## src/rtl/zsbs_pkg.sv

```systemverilog
package zsbs_pkg;
  typedef enum logic [1:0] {
    ST_IDLE  = 2'd0,
    ST_RUN   = 2'd1,
    ST_DRAIN = 2'd2,
    ST_FIN   = 2'd3
  } seq_st_e;
endpackage

```

## src/rtl/zsbs_store.sv

```systemverilog
module zsbs_store #(
  parameter int NENT  = 72,
  parameter int WMAX  = 16,
  parameter int ACT_W = 8,
  localparam int IW   = $clog2(NENT)
) (
  input  logic             clk,
  input  logic             rst,
  input  logic             we,
  input  logic             is_act,
  input  logic [IW-1:0]    widx,
  input  logic [WMAX-1:0]  wdata,
  input  logic             rd_en,
  input  logic [IW-1:0]    rd_idx,
  output logic [WMAX-1:0]  rd_wt,
  output logic [ACT_W-1:0] rd_act,
  output logic [NENT-1:0]  mask
);
  logic [WMAX-1:0]  wmem [NENT];
  logic [ACT_W-1:0] amem [NENT];

  // Block-RAM style: write port plus registered read, no reset on the arrays
  always_ff @(posedge clk) begin
    if (we && !is_act) wmem[widx] <= wdata;
    if (we && is_act)  amem[widx] <= wdata[ACT_W-1:0];
    if (rd_en) begin
      rd_wt  <= wmem[rd_idx];
      rd_act <= amem[rd_idx];
    end
  end

  // Nonzero flag per entry, captured when the weight is written
  always_ff @(posedge clk) begin
    if (rst) mask <= '0;
    else if (we && !is_act) mask[widx] <= (wdata != '0);
  end
endmodule

```

## src/rtl/zsbs_pick.sv

```systemverilog
module zsbs_pick #(
  parameter int NENT = 72,
  localparam int IW  = $clog2(NENT)
) (
  input  logic [NENT-1:0] vec,
  output logic            found,
  output logic [IW-1:0]   idx,
  output logic            last
);
  // Lowest set bit wins
  always_comb begin
    idx = '0;
    for (int i = NENT - 1; i >= 0; i--) begin
      if (vec[i]) idx = IW'(i);
    end
  end

  assign found = |vec;
  assign last  = found && ((vec & (vec - NENT'(1))) == '0);
endmodule

```

## src/rtl/zsbs_seq.sv

```systemverilog
module zsbs_seq
  import zsbs_pkg::*;
#(
  parameter int NENT = 72,
  parameter int WMAX = 16,
  localparam int IW  = $clog2(NENT),
  localparam int PW  = $clog2(WMAX + 1),
  localparam int BW  = $clog2(WMAX)
) (
  input  logic            clk,
  input  logic            rst,
  input  logic            start,
  input  logic [PW-1:0]   prec,
  input  logic [NENT-1:0] mask,
  output logic            busy,
  output logic            acc_clr,
  output logic            rd_en,
  output logic [IW-1:0]   rd_idx,
  output logic            m_v,
  output logic [BW-1:0]   m_bit,
  output logic            m_first,
  output logic            fin
);
  seq_st_e         st;
  logic [NENT-1:0] rem;
  logic [BW-1:0]   bitq;
  logic            firstq;
  logic [PW-1:0]   p_eff;
  logic            pk_found, pk_last;
  logic [IW-1:0]   pk_idx;

  zsbs_pick #(.NENT(NENT)) u_pick (
    .vec(rem), .found(pk_found), .idx(pk_idx), .last(pk_last)
  );

  always_comb begin
    if (prec == '0)                p_eff = PW'(1);
    else if (32'(prec) > WMAX)     p_eff = PW'(WMAX);
    else                           p_eff = prec;
  end

  assign busy    = (st != ST_IDLE);
  assign acc_clr = (st == ST_IDLE) && start;
  assign rd_en   = (st == ST_RUN) && pk_found;
  assign rd_idx  = pk_idx;
  assign fin     = (st == ST_FIN);

  always_ff @(posedge clk) begin
    if (rst) begin
      st      <= ST_IDLE;
      rem     <= '0;
      bitq    <= '0;
      firstq  <= 1'b0;
      m_v     <= 1'b0;
      m_bit   <= '0;
      m_first <= 1'b0;
    end else begin
      m_v     <= rd_en;
      m_bit   <= bitq;
      m_first <= firstq;
      case (st)
        ST_IDLE: if (start) begin
          bitq   <= BW'(p_eff - PW'(1));
          rem    <= mask;
          firstq <= 1'b1;
          st     <= (|mask) ? ST_RUN : ST_DRAIN;
        end
        ST_RUN: begin
          if (pk_last) begin
            if (bitq == '0) begin
              rem <= '0;
              st  <= ST_DRAIN;
            end else begin
              bitq   <= bitq - BW'(1);
              rem    <= mask;
              firstq <= 1'b1;
            end
          end else begin
            rem[pk_idx] <= 1'b0;
            firstq      <= 1'b0;
          end
        end
        ST_DRAIN: st <= ST_FIN;
        default:  st <= ST_IDLE;
      endcase
    end
  end
endmodule

```

## src/rtl/zsbs_acc.sv

```systemverilog
module zsbs_acc #(
  parameter int WMAX  = 16,
  parameter int ACT_W = 8,
  parameter int ACC_W = 32,
  localparam int BW   = $clog2(WMAX)
) (
  input  logic             clk,
  input  logic             rst,
  input  logic             clr,
  input  logic             v,
  input  logic             first,
  input  logic [BW-1:0]    bsel,
  input  logic [WMAX-1:0]  wt,
  input  logic [ACT_W-1:0] act,
  output logic [ACC_W-1:0] acc
);
  logic [ACC_W-1:0] term;

  assign term = wt[bsel] ? ACC_W'(act) : '0;

  // Horner step: double on the first entry of each bit pass
  always_ff @(posedge clk) begin
    if (rst || clr) acc <= '0;
    else if (v)     acc <= (first ? (acc << 1) : acc) + term;
  end
endmodule

```

## src/rtl/zsbs_conv_engine.sv

```systemverilog
module zsbs_conv_engine #(
  parameter int NCH   = 8,
  parameter int NKER  = 9,
  parameter int ACT_W = 8,
  parameter int WMAX  = 16,
  localparam int NENT  = NCH * NKER,
  localparam int IW    = $clog2(NENT),
  localparam int PW    = $clog2(WMAX + 1),
  localparam int BW    = $clog2(WMAX),
  localparam int ACC_W = WMAX + ACT_W + $clog2(NENT) + 1
) (
  input  logic             clk,
  input  logic             rst,
  input  logic             ld_en,
  input  logic             ld_is_act,
  input  logic [IW-1:0]    ld_idx,
  input  logic [WMAX-1:0]  ld_data,
  input  logic [PW-1:0]    prec,
  input  logic             start,
  output logic             busy,
  output logic             done,
  output logic [ACC_W-1:0] result
);
  logic             we, acc_clr, rd_en, m_v, m_first, fin;
  logic [IW-1:0]    rd_idx;
  logic [BW-1:0]    m_bit;
  logic [WMAX-1:0]  rd_wt;
  logic [ACT_W-1:0] rd_act;
  logic [NENT-1:0]  mask;
  logic [ACC_W-1:0] acc;

  assign we = ld_en && !busy && (32'(ld_idx) < NENT);

  zsbs_store #(.NENT(NENT), .WMAX(WMAX), .ACT_W(ACT_W)) u_store (
    .clk(clk), .rst(rst), .we(we), .is_act(ld_is_act), .widx(ld_idx),
    .wdata(ld_data), .rd_en(rd_en), .rd_idx(rd_idx), .rd_wt(rd_wt),
    .rd_act(rd_act), .mask(mask)
  );

  zsbs_seq #(.NENT(NENT), .WMAX(WMAX)) u_seq (
    .clk(clk), .rst(rst), .start(start), .prec(prec), .mask(mask),
    .busy(busy), .acc_clr(acc_clr), .rd_en(rd_en), .rd_idx(rd_idx),
    .m_v(m_v), .m_bit(m_bit), .m_first(m_first), .fin(fin)
  );

  zsbs_acc #(.WMAX(WMAX), .ACT_W(ACT_W), .ACC_W(ACC_W)) u_acc (
    .clk(clk), .rst(rst), .clr(acc_clr), .v(m_v), .first(m_first),
    .bsel(m_bit), .wt(rd_wt), .act(rd_act), .acc(acc)
  );

  always_ff @(posedge clk) begin
    if (rst) begin
      done   <= 1'b0;
      result <= '0;
    end else begin
      done <= fin;
      if (fin) result <= acc;
    end
  end
endmodule

```

## config.mk

```make
export PLATFORM = sky130hd
export DESIGN_NAME = zsbs_conv_engine
export DESIGN_NICKNAME = d
export VERILOG_FILES = /design/src/rtl/zsbs_pkg.sv /design/src/rtl/zsbs_store.sv /design/src/rtl/zsbs_pick.sv /design/src/rtl/zsbs_seq.sv /design/src/rtl/zsbs_acc.sv /design/src/rtl/zsbs_conv_engine.sv
export SDC_FILE = /design/constraint.sdc
export NUM_CORES = 2
export LEC_CHECK = 0
export ABC_AREA = 0
export BUFFER_PORTS_ARGS = -buffer_cell sky130_fd_sc_hd__buf_4
export CORE_ASPECT_RATIO = 1.25
export CORE_UTILIZATION = 38
export CTS_BUF_LIST = sky130_fd_sc_hd__clkbuf_4 sky130_fd_sc_hd__clkbuf_8
export DETAILED_ROUTE_END_ITERATION = 7
export PLACE_DENSITY = 0.51
export SETUP_SLACK_MARGIN = 0.02
export SLEW_MARGIN = 40
export SYNTH_ARGS = -nofsm -noshare
export SYNTH_HDL_FRONTEND = slang
export SYNTH_SLANG_ARGS = --single-unit
```

## constraint.sdc

```tcl
create_clock -name clk -period 6.05 [get_ports clk]
set_clock_uncertainty 0.1 [all_clocks]
set_input_delay 0 -clock clk [delete_from_list [all_inputs] [get_ports clk]]
set_output_delay 0 -clock clk [all_outputs]
set_load 0.005 [all_outputs]
```

==> run_results.csv <==
group,metric,value,unit
worst_setup_path,required,6.61,ns
routing,initialDrtViolationCount,6495,
job,maxCapViolCount,0,
place,globalplace.congestion,0.931,
floorplanning,initial_cell_density_of_the_core,0.383,
timing,rsz_0062_raised_after_global_routing,"false",
clocking,cts_root_buf,"clkbuf_8",
synth,synthesis.instances,5819,
synth,synth_cell_type_count,95,
synth,synth_ff_type,"edfxtp_1",
final_layout,most_used_cells_in_the_layout_excluding_fill_and_tap_cells,"1,752 x edfxtp_1, 658 x nand2_1, 401 x buf_4, 379 x a21oi_1, 335 x clkbuf_8",
synth,synth_edf_count,1752,
timing,final_setup_slack_of_the_worst_path,0.587,ns
timing,final_max_slew_viol_count,0,
floorplanning,fp.dieArea,0.212,mm2
timing,finalHoldViolations,0,
timing,maxSlewHeadroom,0.367,
synth,synth-seq-cells,1974,
global_routing,gr-total-overflow,0,
clocking,clock_sinks,1974,
worst_setup_path,crit_path_start,"u_seq.rem[51]",
final_layout,final_layout_size_suffix_gt1_frac,0.190,
timing,worst_pin_slew,0.949,ns
timing,fmax,183,MHz
power_and_ir_drop,power-per-cell-area,302,mW/mm2
synth,avgSynthCellArea,13.7,um2
worst_setup_path,cp.arrival,6.03,ns
global_routing,global_route.usage.total,0.267,
synth,netlist_area,0.0798,mm2
routing,wl_per_cell,31.4,um
worst_setup_path,ff2ff_path_depth,13,
place,buffer_ports.inserted,66,
worst_setup_path,rrSetupSlack,0.59,ns
routing,routed-via-count,54900,
routing,routed_via_density,5.95,
global_routing,grt_pass1_vias,52796,
final_layout,seqCellArea,0.0571,mm2
clocking,tritoncts,"built",
final_layout,final-instance-count-excl-fill,9232,
floorplanning,coreArea,0.208,mm2
synth,seq_area_frac_synth,0.715,
synth,post_synthesis_net_count,5866,
min_path,worst_min_path_class,"in2reg",
final_layout,design.final.nets,6309,
place,dpl_worst_slack,0.689,ns
worst_setup_path,critPathCapture,"u_store.rd_act[3]",
global_routing,largest_net_degree_at_the_start_of_global_routing,88,
worst_setup_path,critPathMaxFanout,20,
clocking,cts_resized,0,
worst_setup_path,crit-reg2reg-launch,"u_seq.rem[51]",
routing,drc_violation_count_after_routing,0,
worst_setup_path,worstSetupEndpointType,"register",
timing,tns,0,ns
final_layout,footprint_of_the_multi_input_gates,0.0214,mm2
timing,min_period_over_period,0.903,
timing,finalCriticalPeriod,5.46,ns
timing,finalSetupViolCount,0,
worst_setup_path,worstSetupStartpointType,"register",
clocking,clock_insertion_delay_worst_skew,0.96,ns
worst_setup_path,worst-setup-path-type,"reg2reg",
final_layout,final_common_cell,"edfxtp_1",
final_layout,layout-area-overhead-vs-synth,16.3,%
clocking,numCtsBuffers,320,
routing,antenna_left,0,
clocking,cts.reportedPaths.clkPinSlew,0.06,ns
floorplanning,die-height,514,um
routing,drt_first_pass_iters,8,
floorplanning,floorplan.die.width,412,um
floorplanning,io_pins,67,
place,detailed_place_hpwl,184,mm
status,run_status,"complete, no violations",
power_and_ir_drop,totalPowerFinal,28.1,mW
floorplanning,row_count,187,
global_routing,grt_pass1_wl,404,mm
final_layout,fillCellCount,18935,
worst_setup_path,critical_path.reg2reg.endpoint,"u_store.rd_act[3]",
routing,route.final.wire_length,290,mm
clocking,htreeDepth,5,
synth,synth_warnings,0,
global_routing,antenna_found_initial,25,
power_and_ir_drop,p_leak,30.7,nW
clocking,clock_tree.buffer_depth,4,
synth,async_flop_share,0,
power_and_ir_drop,vdd_drop_max,0.143,mV
place,placed_cells_incl_taps,8616,
-- sequential cells by signal (all words and copies together), names as in the netlist --
register,flops
u_seq.m_v,1
u_seq.m_first,1
u_seq.st,2
u_acc.acc,32
result,32
u_store.mask,72
u_seq.bitq,4
u_store.amem,576
u_store.wmem,1152
u_seq.rem,72
u_seq.firstq,1
u_store.rd_wt,16
u_seq.m_bit,4
u_store.rd_act,8
done,1
-- per-layer routing --
metal / vias up / routed length (um) / track usage
li1: 23450 / - / -
met1: 28210 / 116000 / 0.352
met2: 2685 / 137000 / 0.432
met3: 539 / 23800 / 0.0452
met4: 16 / 13100 / 0.117
met5: - / 103 / 0
-- worst max-delay path: stages (launching register included) --
cell	delay [ns]
dfxtp_1	0.39
or2_2	0.37
a2111oi_0	0.55
nand3_1	0.16
o2111ai_1	0.37
a22oi_1	0.25
nand2_4	0.51
buf_12	0.25
buf_4	0.34
a21oi_1	0.12
a221o_1	0.27
o21ai_0	0.67
o221ai_1	0.29
or4_1	0.45
-- layout make-up --
cell class / count / share of cell area
Tap cell: 2740 / 0.0369
Multi-Input combinational cell: 3397 / 0.231
Inverter: 52 / 0.00210
Timing Repair Buffer: 517 / 0.0503
Antenna cell: 8 / 0.000216
Sequential cell: 1974 / 0.614
Clock inverter: 107 / 0.00763
Clock buffer: 437 / 0.0579
-- kinds of logic (layout without fill, tap and decap cells) --
logic type      Yosys count  in the layout  share of synthesized area
flops                  1974           1974                      0.715
simple gates           1594           1594                     0.0893
compound gates         1388           1388                      0.117
buf+inv                 448           1113                     0.0237
mux                     375            375                     0.0497
xor+xnor                 24             24                    0.00263
fa+ha+maj                16             16                    0.00254
other cells               0              8                          0
-- how the worst min path moves through the flow --
stage | startpoint | end | cells past startpoint
floorplan | ld_data[0] | u_store.amem[0][0] | 0
CTS | ld_data[5] | u_store.amem[10][5] | 2
finish | ld_data[5] | u_store.amem[44][5] | 2
global route | ld_data[5] | u_store.amem[40][5] | 2
detailed placement | ld_data[2] | u_store.amem[5][2] | 1
global placement | ld_data[2] | u_store.amem[5][2] | 1
-- Yosys cell counts (45+ instances only) --
cell type	n	area, um2
inv_1	49	184
a221o_1	86	861
buf_1	57	214
a31oi_1	45	282
mux2_2	113	1270
a22o_1	74	648
o21ai_0	278	1390
nand2_1	661	2480
nor4_1	57	357
dfxtp_1	222	4440
clkbuf_1	222	833
nor3_1	181	906
o211ai_1	48	360
edfxtp_1	1752	52600
buf_2	100	500
mux2i_1	252	2520
nor2_1	419	1570
o22ai_1	62	388
a21oi_1	383	1920
nand3_1	82	410
a221oi_1	98	858
-- report_power, final --
part / total [mW] / switching, mW / internal (mW)
sequential: 14.9 / 0.0482 / 14.9
clock: 11.4 / 5.33 / 6.07
combinational: 1.74 / 1.22 / 0.519
total: 28.1 / 6.60 / 21.5
-- timing repair --
item,4_1_cts,5_1_grt
setup buffers,0,0
hold endpoints to repair,2449,0
hold buffers,62,0
-- per-stage QoR --
stage               hold slack [ns]  utilization  instance area, um2
floorplan                  -0.00113            -               79800
global placement              0.151        0.412               85800
detailed placement            0.163        0.413               86000
CTS                         0.00161        0.445               92700
global route                 0.0434        0.446               92900
finish                       0.0486        0.446               92900
Note: power is estimated with default switching activity, not from simulation.
